**config.mk**
```make
export PLATFORM = sky130hd
export DESIGN_NAME = xtrig_unit
export DESIGN_NICKNAME = d
export VERILOG_FILES = /design/src/rtl/xtrig_pkg.sv /design/src/rtl/xtrig_regs.sv /design/src/rtl/xtrig_in_stage.sv /design/src/rtl/xtrig_chan_hub.sv /design/src/rtl/xtrig_out_stage.sv /design/src/rtl/xtrig_unit.sv
export SDC_FILE = /design/constraint.sdc
export NUM_CORES = 1
export LEC_CHECK = 0
export BUFFER_PORTS_ARGS = -buffer_cell sky130_fd_sc_hd__buf_2
export CORE_ASPECT_RATIO = 1.25
export CORE_MARGIN = 2
export CORE_UTILIZATION = 40
export DETAILED_ROUTE_END_ITERATION = 10
export GPL_TIMING_DRIVEN = 0
export PLACE_DENSITY = 0.63
export SKIP_LAST_GASP = 1
export SLEW_MARGIN = 20
export SYNTH_ARGS = -nofsm -noshare
export SYNTH_HDL_FRONTEND = slang
export SYNTH_HIERARCHICAL = 1
export SYNTH_SLANG_ARGS = --single-unit
```
**constraint.sdc**
```tcl
create_clock -name clk_i -period 3.5 [get_ports clk_i]
set_input_delay 0 -clock clk_i [delete_from_list [all_inputs] [get_ports clk_i]]
set_output_delay 0 -clock clk_i [all_outputs]
set_load 0.01 [all_outputs]
```
**src/rtl/xtrig_pkg.sv**
```systemverilog
package xtrig_pkg;
  localparam int N_TRIG  = 8;
  localparam int N_CHAN  = 4;
  localparam int ADDR_W  = 3;
  localparam int DATA_W  = 32;
  localparam int RUN_LSB = 4;
  localparam int STK_LSB = 8;

  typedef enum logic [ADDR_W-1:0] {
    A_CTRL   = 3'd0,
    A_INMAP  = 3'd1,
    A_OUTMAP = 3'd2,
    A_ACK    = 3'd3,
    A_CHSET  = 3'd4
  } reg_addr_e;
endpackage

```
**src/rtl/xtrig_regs.sv**
```systemverilog
module xtrig_regs
  import xtrig_pkg::*;
#(
  parameter int NT = N_TRIG,
  parameter int NC = N_CHAN
) (
  input  logic                  clk_i,
  input  logic                  rst_ni,
  input  logic                  we_i,
  input  logic [ADDR_W-1:0]     addr_i,
  input  logic [DATA_W-1:0]     wdata_i,
  output logic                  en_o,
  output logic [NC-1:0]         run_mask_o,
  output logic [NT-1:0]         sticky_o,
  output logic [NT-1:0][NC-1:0] in_map_o,
  output logic [NT-1:0][NC-1:0] out_map_o,
  output logic [NT-1:0]         ack_o,
  output logic [NC-1:0]         chset_o
);
  localparam int MAP_W = NT * NC;

  logic                  en_q;
  logic [NC-1:0]         run_q;
  logic [NT-1:0]         stk_q;
  logic [NT-1:0][NC-1:0] in_q;
  logic [NT-1:0][NC-1:0] out_q;

  always_ff @(posedge clk_i or negedge rst_ni) begin
    if (!rst_ni) begin
      en_q  <= 1'b0;
      run_q <= '0;
      stk_q <= '0;
      in_q  <= '0;
      out_q <= '0;
    end else if (we_i) begin
      case (addr_i)
        A_CTRL: begin
          en_q  <= wdata_i[0];
          run_q <= wdata_i[RUN_LSB +: NC];
          stk_q <= wdata_i[STK_LSB +: NT];
        end
        A_INMAP:  in_q  <= wdata_i[MAP_W-1:0];
        A_OUTMAP: out_q <= wdata_i[MAP_W-1:0];
        default: ;
      endcase
    end
  end

  // write pulses act at the capturing edge
  assign ack_o   = (we_i && addr_i == A_ACK)   ? wdata_i[NT-1:0] : '0;
  assign chset_o = (we_i && addr_i == A_CHSET) ? wdata_i[NC-1:0] : '0;

  assign en_o       = en_q;
  assign run_mask_o = run_q;
  assign sticky_o   = stk_q;
  assign in_map_o   = in_q;
  assign out_map_o  = out_q;
endmodule

```
**src/rtl/xtrig_in_stage.sv**
```systemverilog
module xtrig_in_stage #(
  parameter int NT = 8
) (
  input  logic          clk_i,
  input  logic          rst_ni,
  input  logic [NT-1:0] trig_i,
  output logic [NT-1:0] edge_o
);
  for (genvar i = 0; i < NT; i++) begin : g_in
    logic s1_q, s2_q, prev_q;
    always_ff @(posedge clk_i or negedge rst_ni) begin
      if (!rst_ni) begin
        s1_q   <= 1'b0;
        s2_q   <= 1'b0;
        prev_q <= 1'b0;
      end else begin
        s1_q   <= trig_i[i];
        s2_q   <= s1_q;
        prev_q <= s2_q;
      end
    end
    assign edge_o[i] = s2_q & ~prev_q;
  end
endmodule

```
**src/rtl/xtrig_chan_hub.sv**
```systemverilog
module xtrig_chan_hub #(
  parameter int NT = 8,
  parameter int NC = 4
) (
  input  logic                  clk_i,
  input  logic                  rst_ni,
  input  logic                  en_i,
  input  logic [NT-1:0]         edge_i,
  input  logic [NT-1:0][NC-1:0] in_map_i,
  input  logic [NC-1:0]         chset_i,
  input  logic [NC-1:0]         chan_in_i,
  output logic [NC-1:0]         act_o,
  output logic [NC-1:0]         loc_o
);
  logic [NC-1:0] raw;
  logic [NC-1:0] act_q, loc_q;

  for (genvar c = 0; c < NC; c++) begin : g_ch
    logic [NT-1:0] hit;
    for (genvar i = 0; i < NT; i++) begin : g_src
      assign hit[i] = edge_i[i] & in_map_i[i][c];
    end
    assign raw[c] = |hit;
  end

  always_ff @(posedge clk_i or negedge rst_ni) begin
    if (!rst_ni) begin
      act_q <= '0;
      loc_q <= '0;
    end else if (!en_i) begin
      act_q <= '0;
      loc_q <= '0;
    end else begin
      loc_q <= raw | chset_i;
      act_q <= raw | chset_i | chan_in_i;
    end
  end

  assign act_o = act_q;
  assign loc_o = loc_q;
endmodule

```
**src/rtl/xtrig_out_stage.sv**
```systemverilog
module xtrig_out_stage #(
  parameter int NT = 8,
  parameter int NC = 4
) (
  input  logic                  clk_i,
  input  logic                  rst_ni,
  input  logic                  en_i,
  input  logic [NC-1:0]         act_i,
  input  logic [NT-1:0][NC-1:0] out_map_i,
  input  logic [NT-1:0]         sticky_i,
  input  logic [NC-1:0]         run_mask_i,
  input  logic [NT-1:0]         ack_i,
  output logic [NT-1:0]         trig_o
);
  logic run_hit;
  assign run_hit = |(act_i & run_mask_i);

  for (genvar j = 0; j < NT; j++) begin : g_out
    logic set, clr, q;
    assign set = |(act_i & out_map_i[j]);
    assign clr = ack_i[j] | run_hit;
    always_ff @(posedge clk_i or negedge rst_ni) begin
      if (!rst_ni)           q <= 1'b0;
      else if (!en_i)        q <= 1'b0;
      else if (set)          q <= 1'b1;  // set beats clear
      else if (!sticky_i[j]) q <= 1'b0;
      else if (clr)          q <= 1'b0;
    end
    assign trig_o[j] = q;
  end
endmodule

```
**src/rtl/xtrig_unit.sv**
```systemverilog
module xtrig_unit
  import xtrig_pkg::*;
#(
  parameter int NT       = N_TRIG,
  parameter int NC       = N_CHAN,
  parameter int HALT_IDX = 0
) (
  input  logic              clk_i,
  input  logic              rst_ni,
  input  logic [NT-1:0]     trig_i,
  input  logic [NC-1:0]     chan_in_i,
  input  logic              cfg_we_i,
  input  logic [ADDR_W-1:0] cfg_addr_i,
  input  logic [DATA_W-1:0] cfg_wdata_i,
  output logic [NT-1:0]     trig_o,
  output logic [NC-1:0]     chan_out_o,
  output logic              periph_freeze_o
);
  logic                  glb_en;
  logic [NC-1:0]         run_mask;
  logic [NT-1:0]         sticky_mask;
  logic [NT-1:0][NC-1:0] in_map;
  logic [NT-1:0][NC-1:0] out_map;
  logic [NT-1:0]         ack_pulse;
  logic [NC-1:0]         chset_pulse;
  logic [NT-1:0]         trig_edge;
  logic [NC-1:0]         chan_act;

  xtrig_regs #(.NT(NT), .NC(NC)) u_regs (
    .clk_i      (clk_i),
    .rst_ni     (rst_ni),
    .we_i       (cfg_we_i),
    .addr_i     (cfg_addr_i),
    .wdata_i    (cfg_wdata_i),
    .en_o       (glb_en),
    .run_mask_o (run_mask),
    .sticky_o   (sticky_mask),
    .in_map_o   (in_map),
    .out_map_o  (out_map),
    .ack_o      (ack_pulse),
    .chset_o    (chset_pulse)
  );

  xtrig_in_stage #(.NT(NT)) u_in (
    .clk_i  (clk_i),
    .rst_ni (rst_ni),
    .trig_i (trig_i),
    .edge_o (trig_edge)
  );

  xtrig_chan_hub #(.NT(NT), .NC(NC)) u_hub (
    .clk_i     (clk_i),
    .rst_ni    (rst_ni),
    .en_i      (glb_en),
    .edge_i    (trig_edge),
    .in_map_i  (in_map),
    .chset_i   (chset_pulse),
    .chan_in_i (chan_in_i),
    .act_o     (chan_act),
    .loc_o     (chan_out_o)
  );

  xtrig_out_stage #(.NT(NT), .NC(NC)) u_out (
    .clk_i      (clk_i),
    .rst_ni     (rst_ni),
    .en_i       (glb_en),
    .act_i      (chan_act),
    .out_map_i  (out_map),
    .sticky_i   (sticky_mask),
    .run_mask_i (run_mask),
    .ack_i      (ack_pulse),
    .trig_o     (trig_o)
  );

  assign periph_freeze_o = trig_o[HALT_IDX];
endmodule

```
==> impl_metrics.json <==
{
  "async_reset_ff_share_pct": 100,
  "drt_iter0_drc": 191,
  "swShare_pct": 26.5,
  "post_drt_wl_per_cell_um": 19.0,
  "synthTopCellsByCount": "dfrtp_1, mux2_4, mux2_2, o21ai_1",
  "synth_area_leaders": "dfrtp_1, mux2_4, mux2_2",
  "io_pins": 63,
  "status": "finished clean",
  "cts_root_buffer": "clkbuf_16",
  "dp_hpwl_mm": 8.17,
  "antenna_found_initial": 0,
  "synth_edf_count": 0,
  "grt_most_used_layer": "met2",
  "power_frac_comb_pct": 19.6,
  "synth_top_family_by_area": "multiplexers",
  "critPathMaxStageDelay_ps": 550,
  "min_path_type": "primary input to flop",
  "rsz0062_at_grt": "false",
  "dr_total_vias": 3150,
  "cts_sinks": 117,
  "synth_area_per_cell_um2": 16.4,
  "design_area_um2": 6740,
  "muxShareOfSynthArea_pct": 21.3,
  "drtPass1Iterations": 4,
  "grt_use_met2_pct": 32.3,
  "setup_tns_ps": 0,
  "die_x_um": 105,
  "nNetsFinal": 491,
  "cts_setup_buffers": 0,
  "use_met3_pct": 4.32,
  "synth_compound_area_share_pct": 9.82,
  "avgViaCountPerCell": 5.06,
  "path_class": "flop to flop",
  "path_clk_slew_ps": 60,
  "synth_warnings": 6,
  "critPathMaxFanout": 5,
  "synth_top_area_share_pct": 57.0,
  "place_area_um2": 5690,
  "drive_above_1_share_pct": 48.9,
  "fp.coreArea_um2": 12600,
  "io_buffers": 62,
  "clockPowerShare_pct": 39.5,
  "start_util_pct": 40.7,
  "required_ps": 3740,
  "htree_levels": 4,
  "syn2layout_area_growth_pct": 31.3,
  "peakVddDrop_uv": 325,
  "synth_xor_area_share_pct": 0,
  "grt_overflow_total": 0,
  "grt_max_degree": 71,
  "seqPwrFrac_pct": 40.9,
  "r2r_slack_ps": 2030,
  "clock.fmax_mhz": 679,
  "num_rows": 46,
  "path_cells": "nor2b_4 -> a222oi_1 -> a41oi_1",
  "p_int_mw": 3.23,
  "use_met1_pct": 22.6,
  "synth_flop_cell": "dfrtp_1",
  "setup_viol": 0,
  "ys_ff_latch": 117,
  "ant_nets": 0,
  "p_leak_nw": 3.10,
  "fin_util_pct": 53.5,
  "die_y_um": 131,
  "cap_violations": 0,
  "yosysMostFrequentCell": "dfrtp_1",
  "fin_crit_ps": 1470,
  "worst-endpoint-arrival_ps": 1710,
  "drc_errors": 0,
  "gp_congestion": 0.876,
  "synth_fa_ha_area_share_pct": 0,
  "hold_viol_final": 0,
  "synth_top_cell_by_area": "dfrtp_1",
  "grt_pass1_wl_mm": 19.0,
  "slew_violations": 0,
  "grt_util_all_layers_pct": 18.6,
  "synth_cells": 314,
  "slew_headroom_pct": 56.1,
  "power_switching_mw": 1.16,
  "diodes": 0,
  "synth_simple_gate_area_share_pct": 6.60,
  "clock_skew_ps": 10.1,
  "clock_path_buffers": 2,
  "cts_made_buffers": 17,
  "power_density_nw_per_um2": 651,
  "syn_nets": 364,
  "finalCritPeriodShare_pct": 42.1,
  "syn_area_um2": 5130,
  "worst_slew_pin_slew_ps": 658,
  "insertion_delay_ps": 400,
  "yosysSeqAreaShare_pct": 57.0,
  "start_kind": "flop",
  "cp-end-kind": "flop",
  "ys_types": 27,
  "die_area_um2": 13800,
  "wl_mm": 11.8,
  "crit_path_top_delay_cell": "a222oi_1",
  "cts_tree": "done",
  "grt_pass1_vias": 3345
}
[per-stage QoR]
step	cells	setup slack (ps)	hold WS [ps]	total power, mW
after floorplan	314	2350	-296	2.34
after global placement	544	1060	108	2.61
after detailed placement	545	2060	54.9	2.64
after CTS	622	2040	46.1	4.42
after global routing	622	2010	60.0	4.58
final	622	2030	56.4	4.39
[worst paths after layout]
check / depth (start not counted) / start / endpoint
max: 3 / u_in/g_in[4].s2_q / u_hub/act_o[2]
min: 3 / cfg_addr_i[1] / u_regs/sticky_o[2]
max reg2reg: 3 / u_in/g_in[4].s2_q / u_hub/act_o[2]
min reg2reg: 0 / u_in/g_in[2].s1_q / u_in/g_in[2].s2_q
max in group asynchronous: 3 / rst_ni / u_regs/in_map_o[3]
min in group asynchronous: 2 / rst_ni / u_in/g_in[6].s2_q
[worst max-delay path, delay by kind of cell (launching register included)]
| kind | cells | cell delay, ps |
|---|---|---|
| AOI/OAI and AO/OA | 2 | 780 |
| and+or+nand+nor | 1 | 150 |
| DFF | 1 | 370 |
[cell families (layout without fill, tap and decap cells)]
| kind of cell | count (synthesis) | count (layout) |
|---|---|---|
| muxes | 77 | 77 |
| and+or+nand+nor | 34 | 34 |
| buffers and inverters | 26 | 166 |
| DFF | 117 | 117 |
| AOI/OAI and AO/OA | 60 | 60 |
[what timing repair did]
| action | CTS | global route |
|---|---|---|
| hold buffers | 45 | 0 |
| endpoints found under the hold margin | 158 | 0 |
| gates resized for setup | 0 | 0 |
| endpoints found under the setup margin | 0 | 0 |
[registers in the layout (all words and copies together) (netlist names)]
| signal | flops |
|---|---|
| u_in/g_in.s1_q | 8 |
| u_hub/act_o | 4 |
| u_regs/sticky_o | 8 |
| u_in/g_in.prev_q | 8 |
| u_in/g_in.s2_q | 8 |
| u_hub/loc_o | 4 |
| u_regs/en_o | 1 |
| u_regs/run_mask_o | 4 |
| u_regs/out_map_o | 32 |
| u_out/g_out.q | 8 |
| u_regs/in_map_o | 32 |
[cell usage in the layout (no fill, tap or decap), drive strengths merged, types with 8 or more instances in the layout]
cell type / count
nor2b: 8
a22o: 20
dlygate4sd3: 45
mux2: 77
and2: 12
clkbuf: 19
nand4b: 8
dfrtp: 117
buf: 86
o21ai: 16
[cell type report]
class                      instances  area, um^2
fill                            1039        5860
sequential                       117        2930
multi-input combinational        171        1940
timing repair buffer             108         795
clock buffer                      19         453
buffer                            23         260
tap                              168         210
clock inverter                    13         149
inverter                           3        11.3
[routing by layer]
| layer | routed length [um] | share of wire (%) |
|---|---|---|
| met1 | 4970 | 42 |
| met2 | 6160 | 52 |
| met3 | 464 | 3.9 |
| met4 | 249 | 2.1 |
| met5 | 0 | 0 |
[power groups by stage]
stage               logic, mW  clock network (mW)  registers (mW)
global route            0.925                1.82            1.83
global placement        0.803                   0            1.80
finish                  0.861                1.73            1.80
floorplan               0.586                   0            1.76
CTS                     0.866                1.76            1.80
detailed placement      0.822                   0            1.81
(Power assumes the default switching activity.)
